$ cat src/rtl/bcond_pkg.sv
package bcond_pkg;
  localparam int OPT_W = 5;

  typedef enum logic [1:0] {
    BK_REL = 2'd0,
    BK_LR  = 2'd1,
    BK_CTR = 2'd2,
    BK_RSV = 2'd3
  } bkind_e;

  // Field bit 0 sits at the MSB of the options vector.
  function automatic logic opt_bit(input logic [OPT_W-1:0] opt, input int idx);
    return opt[OPT_W-1-idx];
  endfunction

  function automatic logic [63:0] ctr_minus_one(input logic [63:0] v);
    return v - 64'd1;
  endfunction

  // Count test on the decremented value: zero_sense=1 passes on zero.
  function automatic logic cnt_test(input logic is_zero, input logic zero_sense);
    return zero_sense ? is_zero : !is_zero;
  endfunction
endpackage

$ cat src/rtl/bcond_opt_decode.sv
module bcond_opt_decode
  import bcond_pkg::*;
(
  input  logic [OPT_W-1:0] opt,
  output logic             dec_req,
  output logic             cond_used,
  output logic             cond_sense,
  output logic             zero_sense,
  output logic             always_form,
  output logic             hint,
  output logic             rsv_err
);
  logic b0, b1, b2, b3, b4;

  always_comb begin
    b0 = opt_bit(opt, 0);
    b1 = opt_bit(opt, 1);
    b2 = opt_bit(opt, 2);
    b3 = opt_bit(opt, 3);
    b4 = opt_bit(opt, 4);

    dec_req     = !b2;
    cond_used   = !b0;
    cond_sense  = b1;
    zero_sense  = b3 & !b2;
    always_form = b0 & b2;
    hint        = always_form ? 1'b0 : b4;

    unique case ({b0, b2})
      2'b00:   rsv_err = 1'b0;             // decrement and condition
      2'b01:   rsv_err = b3;               // condition only
      2'b10:   rsv_err = b1;               // decrement only
      default: rsv_err = b1 | b3 | b4;     // always
    endcase
  end
endmodule

$ cat src/rtl/bcond_ctr_eval.sv
module bcond_ctr_eval
  import bcond_pkg::*;
#(
  parameter int CTR_W = 32
) (
  input  logic [CTR_W-1:0] ctr,
  input  logic             dec_req,
  input  logic             zero_sense,
  output logic [CTR_W-1:0] ctr_dec,
  output logic             cnt_hit
);
  logic [63:0] wide;

  always_comb begin
    wide    = ctr_minus_one(64'(ctr));
    ctr_dec = wide[CTR_W-1:0];
    cnt_hit = dec_req ? cnt_test(ctr_dec == '0, zero_sense) : 1'b1;
  end
endmodule

$ cat src/rtl/bcond_resolver.sv
module bcond_resolver
  import bcond_pkg::*;
#(
  parameter int CTR_W = 32
) (
  input  logic             clk,
  input  logic             rst_n,
  input  logic             in_valid,
  input  logic [4:0]       in_opt,
  input  logic             in_cond,
  input  logic [1:0]       in_kind,
  input  logic [CTR_W-1:0] in_ctr,
  output logic             out_valid,
  output logic             taken,
  output logic [CTR_W-1:0] next_ctr,
  output logic             ctr_we,
  output logic             hint,
  output logic             invalid_form
);
  // Named internal events, used by the bound checker.
  logic             dec_req, cond_used, cond_sense, zero_sense, always_form;
  logic             hint_c, rsv_err, kind_bad, inv_c;
  logic             cond_hit, cnt_hit, take_c, we_c;
  logic [CTR_W-1:0] ctr_dec, nctr_c;
  bkind_e           kind;

  bcond_opt_decode u_dec (
    .opt        (in_opt),
    .dec_req    (dec_req),
    .cond_used  (cond_used),
    .cond_sense (cond_sense),
    .zero_sense (zero_sense),
    .always_form(always_form),
    .hint       (hint_c),
    .rsv_err    (rsv_err)
  );

  bcond_ctr_eval #(.CTR_W(CTR_W)) u_cnt (
    .ctr        (in_ctr),
    .dec_req    (dec_req),
    .zero_sense (zero_sense),
    .ctr_dec    (ctr_dec),
    .cnt_hit    (cnt_hit)
  );

  always_comb begin
    kind     = bkind_e'(in_kind);
    kind_bad = (kind == BK_RSV) || (kind == BK_CTR && dec_req);
    inv_c    = rsv_err | kind_bad;
    cond_hit = !cond_used || (in_cond == cond_sense) || always_form;
    take_c   = cond_hit && cnt_hit && !inv_c;
    we_c     = dec_req && !inv_c;
    nctr_c   = we_c ? ctr_dec : in_ctr;
  end

  always_ff @(posedge clk) begin
    if (!rst_n) begin
      out_valid    <= 1'b0;
      taken        <= 1'b0;
      ctr_we       <= 1'b0;
      hint         <= 1'b0;
      invalid_form <= 1'b0;
      next_ctr     <= '0;
    end else if (in_valid) begin
      out_valid    <= 1'b1;
      taken        <= take_c;
      ctr_we       <= we_c;
      hint         <= hint_c;
      invalid_form <= inv_c;
      next_ctr     <= nctr_c;
    end else begin
      out_valid    <= 1'b0;
      taken        <= 1'b0;
      ctr_we       <= 1'b0;
    end
  end
endmodule

$ cat config.mk
export PLATFORM = sky130hd
export DESIGN_NAME = bcond_resolver
export DESIGN_NICKNAME = d
export VERILOG_FILES = /design/src/rtl/bcond_pkg.sv /design/src/rtl/bcond_opt_decode.sv /design/src/rtl/bcond_ctr_eval.sv /design/src/rtl/bcond_resolver.sv
export SDC_FILE = /design/constraint.sdc
export NUM_CORES = 1
export LEC_CHECK = 0
export BUFFER_PORTS_ARGS = -buffer_cell sky130_fd_sc_hd__clkbuf_2
export CAP_MARGIN = 20
export CORE_ASPECT_RATIO = 1.2
export CORE_UTILIZATION = 23
export DETAILED_ROUTE_END_ITERATION = 12
export SLEW_MARGIN = 20
export SYNTH_ARGS = -nofsm -noshare
export SYNTH_HDL_FRONTEND = slang
export SYNTH_HIERARCHICAL = 1
export SYNTH_SLANG_ARGS = --single-unit
$ cat constraint.sdc
create_clock -name clk -period 3.9 [get_ports clk]
set_clock_uncertainty 0.05 [all_clocks]
set_input_delay 1.17 -clock clk [delete_from_list [all_inputs] [get_ports clk]]
set_output_delay 1.17 -clock clk [all_outputs]
set_load 0.1 [all_outputs]
==> After elaboration in Yosys (flattened, before gate mapping) <==
Cells that the tools add are included.
{ "totals": {"rom_bits": 0, "out_inout_bits": 37, "memories": 0, "ram_bits": 0, "latch_bits": 0, "ff_bits": 37, "in_bits": 43, "word_cells": 36} }
{ "op_classes": {"n_reduce_logical": 13, "n_mux": 6, "n_div": 0, "n_shift": 0, "n_lt_le_gt_ge": 0, "bitwise_logic": 5, "mul": 0, "eq_ne": 5, "add_sub_neg": 1} }
{ "ops": {"columns": ["cell", "count"], "rows": [
  ["zero test 32 bit", 1],
  ["two-way mux 32 bit", 1],
  ["subtractor 32 x 1 -> 32 bit, second input constant", 1],
  ["equality test 2 bit, second input constant", 3],
  ["logical AND 1 bit", 4],
  ["two-way mux 1 bit", 4],
  ["zero test 1 bit", 3],
  ["logical OR 1 bit", 3],
  ["bitwise OR 1 bit", 3],
  ["one-hot mux 1 bit (3 select lines)", 1],
  ["AND 1 bit", 2],
  ["equality test 2 x 1 -> 1 bit, second input constant", 1],
  ["zero test 2 bit", 1],
  ["AND reduction 2 bit", 1],
  ["equality test 1 bit", 1]
]} }

==> Depth between registers and ports, before layout <==
{ "depth": {"word_depth": 7, "depth_mapped": 10, "mapped_depth_nobuf": 10} }

==> Modules after synthesis <==
Netlist, hierarchy kept.
{ "modules_own_cells": {"columns": ["mod", "n_inst", "area_per_inst_um2", "cells_each", "seq_area_each_um2"], "rows": [
  ["bcond_resolver", 1, 1537.7, 195, 740.7],
  ["bcond_ctr_eval", 1, 957.2, 128, 0.0],
  ["bcond_opt_decode", 1, 52.6, 9, 0.0]
]} }

==> Worst setup path before layout <==
No wires, ideal clock.
{ "synth_path": {"path_kind": "input-to-reg", "from": "in in_ctr[0]", "to": "reg taken", "arrival_ns": 3.127, "n_path_buf": 0, "path_stages": 10, "slack_ns": 0.607, "path_cell_list": "inv_1 ha_1 xor2_1 or4_1 or4_1 and4bb_1 and4_1 and4_1 o21ai_1 and4_1"} }
{ "synth_via": {"elab_chain_cells": 7} }
{ "synth_lines": {"columns": ["element", "line_no", "rtl"], "rows": [
  ["start, declared", "bcond_resolver.sv:12", "input logic [CTR_W-1:0] in_ctr,"],
  ["subtractor 32 x 1 -> 32 bit *", "bcond_pkg.sv:17", "return v - 64'd1;"],
  ["named net ctr_dec[2]", "bcond_resolver.sv:24", "logic [CTR_W-1:0] ctr_dec, nctr_c;"],
  ["zero test 32 bit *", "bcond_ctr_eval.sv:17", "cnt_hit = dec_req ? cnt_test(ctr_dec == '0, zero_sense) : 1'b1;"],
  ["zero test 1 bit", "bcond_pkg.sv:22", "return zero_sense ? is_zero : !is_zero;"],
  ["two-way mux 1 bit *", "bcond_pkg.sv:22", null],
  ["two-way mux 1 bit *", "bcond_ctr_eval.sv:17", null],
  ["named net cnt_hit", "bcond_resolver.sv:23", "logic cond_hit, cnt_hit, take_c, we_c;"],
  ["logical AND 1 bit * (2 in a row)", "bcond_resolver.sv:51", "take_c = cond_hit && cnt_hit && !inv_c;"],
  ["end signal, assigned", "bcond_resolver.sv:66", "taken <= take_c;"],
  ["end, declared", "bcond_resolver.sv:14", "output logic taken,"]
]} }
Mark *: on every way through the listed nets, which the timed path passes. The rest lies on a longest branch.
A chain may end at the register's enable or synchronous reset.

==> Worst setup path after layout <==
Same ends and word-level chain as after synthesis.

==> implementation parameters <==
Parameter                              Value

Status
  Run status ... complete, but fails checks
  Violated checks ... DRC

Global route
  Via count of the first global-routing pass ... around 2.6k
  Antenna violations before repair ... 0
  Global Route Usage Sum ... about 14%
  Pin count of the biggest net entering global routing ... 38
  Wire length of the first global-routing pass ... 12.8 mm
  Total congestion overflow after global routing ... 0

Route
  Post-route antenna net violation count ... 0
  Initial DRT Pass Iterations ... 9
  Total length of routed wires ... a little under 8 mm
  Count of unresolved DRC violations after routing ... 5
  DR iter-0 viols ... between 100 and 150
  Detail-routed via count per cell ... roughly 5
  Vias ... ~2.7k
  Final routed wire length divided by cell count ... ~15 um

CTS
  Number of clock buffers inserted by TritonCTS ... 5
  Clk_lat worst skew ... approximately 280 ps
  Hold_buf cts ... 0
  Setup repair bufs after CTS ... 0
  Root buffer cell ... clkbuf_16
  Clock tree from TritonCTS ... built
  H-Tree Level Count ... 2
  Clock edge transition at the registers on the reported setup and hold paths ... around 50 ps
  Sink count of the clock tree ... 37
  Cts repair resizes ... 0
  CTS max path bufs ... 2

Min path
  Hold depth ... 2
  Path type of the worst min-delay path ... register to register

Logic synthesis
  Primary FF master, synth ... dfxtp_1
  Synth Cell Area ... about 2500 um2
  EDFF count, synth ... 0
  Area share of the largest cell type after synthesis ... between 20% and 30%
  Ranking of synthesized cells by instance count ... 75 x nand2_1, 37 x dfxtp_1, 36 x o21ai_0
  Flops & latches, synth ... 37
  Largest area contributor in the netlist ... dfxtp_1
  Sequential cell area fraction in the yosys report ... 29.1%
  Synth cell types ... between 50 and 60
  Proportion of synthesized flip-flops having asynchronous set or reset ... 0%
  Post-Synthesis Net Count ... between 300 and 400
  Library cell with the highest instance count after synthesis ... nand2_1
  Synth warn ... 6
  Mapped Avg Cell Area ... about 7.7 um2
  Number of instances in the synthesized netlist ... between 300 and 400
  Top cells by area in the synthesized netlist ... dfxtp_1 29%, nand2_1 11%, a31oi_1 8.1%, o21ai_0 7.1%, xor2_1 3.8%

Power and ir drop
  Peak ir drop on the vdd network ... 0.000160 V
  Power density over the cells ... 379 nW/um2
  Lkg Pwr ... between 1 and 1.5 nW

Final layout
  Final core area utilization ... slightly below 30%
  Final net count ... 450
  Signed area change from the synthesized netlist to the final layout ... 24.6%
  Filler cell count ... 1,193
  Count of antenna diodes in the layout ... 0
  Share of layout cells above drive strength 1 ... 28.6%
  Total area of sequential cells ... between 700 and 800 um2
  Area of combinational cells with multiple inputs ... roughly 1700 um2

Setup path
  Capture point of the critical path ... taken
  Worst EP required ... 4020 ps
  Crit end category ... register
  Kind of start point of the critical path ... input port
  Register-to-register setup slack ... roughly 3200 ps
  Launching element of the worst setup path ... in_ctr[0]
  Type of the worst setup path ... input port to register
  Depth of the worst register-to-register path ... 2
  Arrival @ worst endpoint ... 3480 ps
  Reg-to-Reg Start ... next_ctr[12]
  Highest fanout seen on the critical path ... 7
  Critical register-to-register path endpoint ... next_ctr[12]

Die
  Area of the core region ... between 10,000 and 15,000 um2
  Placement row count ... between 40 and 50
  Effective utilization at floorplan ... 23.9%
  Horiz. Die Dim ... ~98 um
  Vertical extent of the die ... 117 um
  Overall die area ... 11,500 um2
  # IOs ... 80

Timing
  Slew Viols, Final ... 0
  Least-Margin Pin Slew ... just under 600 ps
  Slew headroom ... 60.9%
  Final sum of negative setup slack ... 0 ps
  Final hold viol count ... 0
  Min Clock Period, post-route ... between 3000 and 4000 ps
  Max Fclk ... around 300 MHz
  Setup repair after global routing missed its margin ... no
  Post-route fraction of the period consumed by the critical path ... between 80% and 90%
  Setup Viol. Count Final ... 0

Placed design
  I/O Buffers ... just under 80
  DP Wirelength ... between 6 and 7 mm
  GPL Wtd Cong ... 0.885

Flow run
  Max capacitance violation total ... 0
==> logic make-up after synthesis <==
logic type	after synthesis	synth area share (%)
AOI/OAI and AO/OA	82	19.2
DFF	37	29.1
muxes	1	0.393
adders and majority gates	2	0.982
xor gates and xnor gates	23	8.79
buffers and inverters	27	5.84
and+or+nand+nor	160	35.8
==> area by class of cell <==
type,instances,share of cell area [%]
repair buffers,85,13.9
clock buffers,8,4.30
well taps,129,5.09
multi-input cells,268,52.4
flip-flops and latches,37,23.3
inverters,8,0.946
==> layer usage <==
layer	track usage, %	routed length [um]	vias up
met3	2.67	369	8
met1	16.3	3420	1236
li1	-	-	1350
met2	25.8	4020	75
met5	0	0	-
met4	4.85	99	0
==> state kept, by name (all words and copies together) (netlist names) <==
name / cells
ctr_we: 1
hint: 1
invalid_form: 1
next_ctr: 32
out_valid: 1
taken: 1
==> cells in the final DEF (no fill, tap or decap), drive strengths merged, types with 2 or more instances in the layout <==
cell type  count
or4            3
and2           5
nand2b         2
xnor2         10
nand3          5
nor2b          3
o21ai         39
nor3b          3
o41a           2
and4           3
dfxtp         37
nand4b         3
inv            8
nor3          11
nor2          12
or3            4
nor4b          2
nor4          13
a21oi          2
clkbuf        87
nand2         76
a31oi         33
or2            4
o31a           2
ha             2
nand4          6
and4bb         2
buf            6
xor2          13
==> critical path, stage by stage <==
cell	delay, ps
clkbuf_2	120
inv_1	60
ha_1	290
xor2_1	180
or4_1	400
or4_1	400
and4bb_1	260
and4_1	190
and4_1	190
o21ai_1	60
and4_1	150
==> where the power goes <==
part | total, W | leakage, nW | switching, W | internal (W)
registers | 0.000418 | 0.307 | 0.0000128 | 0.000405
clock network | 0.000390 | 0.0652 | 0.000152 | 0.000238
logic | 0.000393 | 0.953 | 0.000311 | 0.0000814
==> per-stage QoR <==
stage	power [W]	hold WS [ps]	std cells	cell area [um2]	worst slack (ps)
detailed placement	0.000821	463	527	3040	259
global route	0.00125	505	535	3170	282
global placement	0.000818	454	527	3040	316
CTS	0.00122	477	535	3170	553
floorplan	0.000724	914	332	2550	607
finish	0.00120	479	535	3170	538
==> how the worst min path moves through the flow <==
stage / startpoint / endpoint
floorplan: invalid_form / invalid_form
global placement: hint / hint
detailed placement: invalid_form / invalid_form
CTS: invalid_form / invalid_form
global route: next_ctr[14] / next_ctr[14]
finish: invalid_form / invalid_form
Note: power is estimated with default switching activity, not from simulation.
